[src/rtl/frac_rate_gen.sv]
module frac_rate_gen #(
  parameter int W    = 16,
  parameter int NSRC = 3
) (
  input  logic          clk,
  input  logic          rst_n,
  input  logic [2:0]    src_tick,
  input  logic          src_we,
  input  logic [1:0]    src_sel_in,
  input  logic          ratio_we,
  input  logic [2*W-1:0] ratio_in,
  output logic          rate_stb
);

  logic [1:0]   src_sel;
  logic [W-1:0] inc, modctl, acc;
  logic         sel_tick;
  logic [W:0]   modv, sum, diff;
  logic         wide, hit, cfg_wr;

  always_comb begin
    sel_tick = 1'b0;
    for (int i = 0; i < NSRC; i++)
      if (src_sel == 2'(i)) sel_tick = src_tick[i];
  end

  assign cfg_wr = src_we | ratio_we;
  assign modv   = {1'b0, modctl} + 1'b1;
  assign sum    = {1'b0, acc} + {1'b0, inc};
  assign diff   = sum - modv;
  assign wide   = {1'b0, inc} >= modv;
  assign hit    = sum >= modv;

  always_ff @(posedge clk) begin
    if (!rst_n) begin
      src_sel  <= '0;
      inc      <= '0;
      modctl   <= '0;
      acc      <= '0;
      rate_stb <= 1'b0;
    end else if (cfg_wr) begin
      if (src_we) src_sel <= src_sel_in;
      if (ratio_we) begin
        inc    <= ratio_in[W-1:0];
        modctl <= ratio_in[2*W-1:W];
      end
      acc      <= '0;
      rate_stb <= 1'b0;
    end else if (sel_tick) begin
      if (wide)     acc <= '0;
      else if (hit) acc <= diff[W-1:0];
      else          acc <= sum[W-1:0];
      rate_stb <= hit | wide;
    end else begin
      rate_stb <= 1'b0;
    end
  end


  acc_bound_chk: assert property (@(posedge clk) disable iff (!rst_n)
    {1'b0, acc} < modv);


  strobe_cause_chk: assert property (@(posedge clk) disable iff (!rst_n)
    rate_stb |-> $past(sel_tick && !cfg_wr));


  wr_clear_chk: assert property (@(posedge clk) disable iff (!rst_n)
    $past(cfg_wr) |-> (acc == '0 && !rate_stb));


  zero_inc_chk: assert property (@(posedge clk) disable iff (!rst_n)
    ($past(inc) == '0) |-> !rate_stb);


  reserved_src_chk: assert property (@(posedge clk) disable iff (!rst_n)
    ($past(src_sel) == 2'd3) |-> !rate_stb);


  wide_every_tick_chk: assert property (@(posedge clk) disable iff (!rst_n)
    (sel_tick && !cfg_wr && wide) |=> (rate_stb && acc == '0));

endmodule

[config.mk]
export PLATFORM = sky130hd
export DESIGN_NAME = frac_rate_gen
export DESIGN_NICKNAME = d
export VERILOG_FILES = /design/src/rtl/frac_rate_gen.sv
export SDC_FILE = /design/constraint.sdc
export NUM_CORES = 1
export LEC_CHECK = 0
export BUFFER_PORTS_ARGS = -buffer_cell sky130_fd_sc_hd__buf_4
export CORE_ASPECT_RATIO = 1.5
export CORE_MARGIN = 8
export CORE_UTILIZATION = 40
export DETAILED_ROUTE_END_ITERATION = 7
export SYNTH_ARGS = -nofsm -noshare
export SYNTH_HDL_FRONTEND = slang
export SYNTH_SLANG_ARGS = --single-unit
[constraint.sdc]
create_clock -name clk -period 11 [get_ports clk]
set_input_delay 1.65 -clock clk [delete_from_list [all_inputs] [get_ports clk]]
set_output_delay 1.65 -clock clk [all_outputs]
set_load 0.02 [all_outputs]
==> impl_metrics.tcl <==
set metrics [dict create \
    status "completed" \
    r2r_cells 17 \
    grt_overflow 0 \
    peakVddDrop_mv 0.107 \
    grt_max_degree 37 \
    clk_latency_ps 300 \
    placed_area_um2 4620 \
    core_um2 10400 \
    drc 0 \
    timing.slew.headroom 0.313 \
    crit_arrival_ps 5130 \
    post_cts_buffers 0 \
    yosys-top-cells-area "dfxtp_1, ha_1, mux2i_1" \
    hold_class "flip-flop to flip-flop" \
    grt_pass1_vias 3788 \
    io_buffers 41 \
    crit_slowest_cell "o31a_1" \
    fp-row-count 46 \
    hold_viol 0 \
    clock-root-buffer "clkbuf_16" \
    cts_buffer_depth 2 \
    ys_seq_area_frac 0.242 \
    die_area_um2 14100 \
    p_switching_mw 0.189 \
    yosys.area.top_type "dfxtp_1" \
    clock-sinks 51 \
    num-fill-cells 1042 \
    dp_cells 670 \
    vias 3736 \
    crit_required_ps 11160 \
    ys.flop_type "dfxtp_1" \
    ys_async_sr_fraction 0 \
    power_frac_clock 0.297 \
    p_leak_nw 2.14 \
    cts_tree "built" \
    tns_ps 0 \
    via_per_inst 5.51 \
    power_mw 0.558 \
    crit_path_start "inc[0]$_SDFFE_PN0P_" \
    seq_power_share 0.365 \
    setup_viol 0 \
    finalNonFillerCells 678 \
    skew_ps 9.13 \
    synth.distinct_cells 52 \
    finalCriticalPeriod_ps 4970 \
    pwr_density_cell_nw_per_um2 117 \
    htreeDepth 2 \
    cp-end-kind "flip-flop" \
    slew_viol_final 0 \
    drive_gt1_frac 0.103 \
    synthCells 502 \
    fin_nets 626 \
    area_growth_pct 13.3 \
    p_int_mw 0.369 \
    grt_antenna_before_repair 0 \
    ys_ff_latch 51 \
    holdWs_ps 453 \
    slowest_delay_ps 890 \
    finalCritPeriodShare 0.451 \
    synth_edf_count 0 \
    syn-cell-area_um2 4210 \
    synthesis.nets 595 \
    place_congestion 0.963 \
    path_max_fanout 18 \
    cts-resized-gates 0 \
    diodes 0 \
    ff_latch_area_um2 1020 \
    drt-pass1-iter-count 4 \
    antenna_left 0 \
    final_area_um2 4770 \
    reg2reg_from "inc[0]$_SDFFE_PN0P_" \
    fmax_mhz 201 \
    postSynthAreaPerCell_um2 8.39 \
    grt_pass1_wl_mm 18.1 \
    yosys_warnings 0 \
    synth_top_area_frac 0.242 \
    multiInputGateArea_um2 3060 \
    drv_cap 0 \
    post_drt_wl_per_cell_um 16.6 \
    worst_slack_ps 6030 \
    whs_path_depth 2 \
    start_util 0.404 \
    dp_hpwl_mm 9.18 \
    rsz0062_at_grt "no" \
    cts_buffers 5 \
    tightest_slew_ps 1030 \
    cp-start-kind "flip-flop" \
    drt_iter0_markers 168 \
    crit_type "flip-flop to flip-flop" \
    die_y_um 142 \
    clkSlewWorstSetupHoldPaths_ps 70 \
    dpl_worst_slack_ps 6090 \
    switching_share 0.339 \
    path_cells "ha_1 -> fa_1 -> a211oi_1 -> o21ai_1 -> a21o_1 -> a21oi_1 -> nor2b_1 -> o21ai_1 -> nand2b_1 -> ha_1 -> nand2_1 -> o21ai_0 -> o21bai_1 -> o31a_1 -> inv_2 -> nor3_1 -> o31ai_2" \
    hold_buffers 0 \
    p_comb_frac 0.339 \
    die_x_um 99.8 \
    final_core_util 0.458 \
    io_pins 42 \
    worstHoldStart "acc[8]$_SDFFE_PP0P_" \
    wl_mm 11.3 \
    grt_usage 0.160 \
]
state kept, by name, summed over array words and instances (netlist names):
name / flops
src_sel: 2
inc: 16
rate_stb: 1
acc: 16
modctl: 16
metal layers:
layer / wire length (um) / share of wire / global-route usage
met5: 0 / 0 / 0
met4: 682 / 0.061 / 0.113
met3: 247 / 0.022 / 0.0181
met2: 5970 / 0.53 / 0.303
met1: 4360 / 0.39 / 0.155
worst paths after layout:
kind / endpoint / slack [ps]
max: acc[14]$_SDFFE_PP0P_ / 6030
min: acc[8]$_SDFFE_PP0P_ / 450
max reg2reg: acc[14]$_SDFFE_PP0P_ / 6030
min reg2reg: acc[8]$_SDFFE_PP0P_ / 450
power groups by stage:
| stage | clock network [mW] | registers (mW) | logic (mW) |
|---|---|---|---|
| finish | 0.166 | 0.204 | 0.189 |
| floorplan | 0 | 0.204 | 0.145 |
| global placement | 0 | 0.208 | 0.184 |
| CTS | 0.170 | 0.204 | 0.188 |
| detailed placement | 0 | 0.208 | 0.186 |
| global route | 0.175 | 0.205 | 0.208 |
worst max-delay path: cells and delay by family, from the launching register on:
family                   cells  cell delay, ps
buffers and inverters        1             190
AO/OA/AOI/OAI                9            2790
adder cells (fa/ha/maj)      3             990
flip-flops                   1             330
AND/OR/NAND/NOR              4             520
Yosys cell counts, drive strengths merged (6+ instances only):
cell	instances
ha	50
nand4	9
a31oi	6
and3	11
a21oi	37
xnor2	21
o21a	6
nor2b	38
buf	7
inv	13
nand3	9
clkbuf	11
mux2i	46
o21ai	37
a21o	11
dfxtp	51
nor2	28
nand2	42
o211ai	6
xor2	14
cell type report:
cell class / instances / share of cell area
clock buffer: 7 / 0.0299
clock inverter: 1 / 0.00183
inverter: 13 / 0.0102
multi-input combinational: 420 / 0.640
sequential: 51 / 0.214
tap: 144 / 0.0377
timing repair buffer: 42 / 0.0660
cells by family (layout without fill, tap and decap cells):
kind of cell	Yosys count	count (layout)	synth area share
flip-flops	51	51	0.242
buffers and inverters	31	63	0.0318
adder cells (fa/ha/maj)	52	52	0.158
AO/OA/AOI/OAI	131	131	0.197
XOR/XNOR	35	35	0.0728
multiplexers	47	47	0.112
AND/OR/NAND/NOR	155	155	0.187
placed cells by master (no fill, tap or decap), types with 11 or more instances in the layout:
cell     instances
ha_1            50
nand2_1         42
mux2i_1         46
inv_1           12
o21ai_0         18
nor2b_1         38
a21oi_1         37
xor2_1          14
dfxtp_1         51
xnor2_1         21
nor2_1          28
buf_4           42
a21o_1          11
o21ai_1         19
and3_1          11
(Power assumes the default switching activity.)
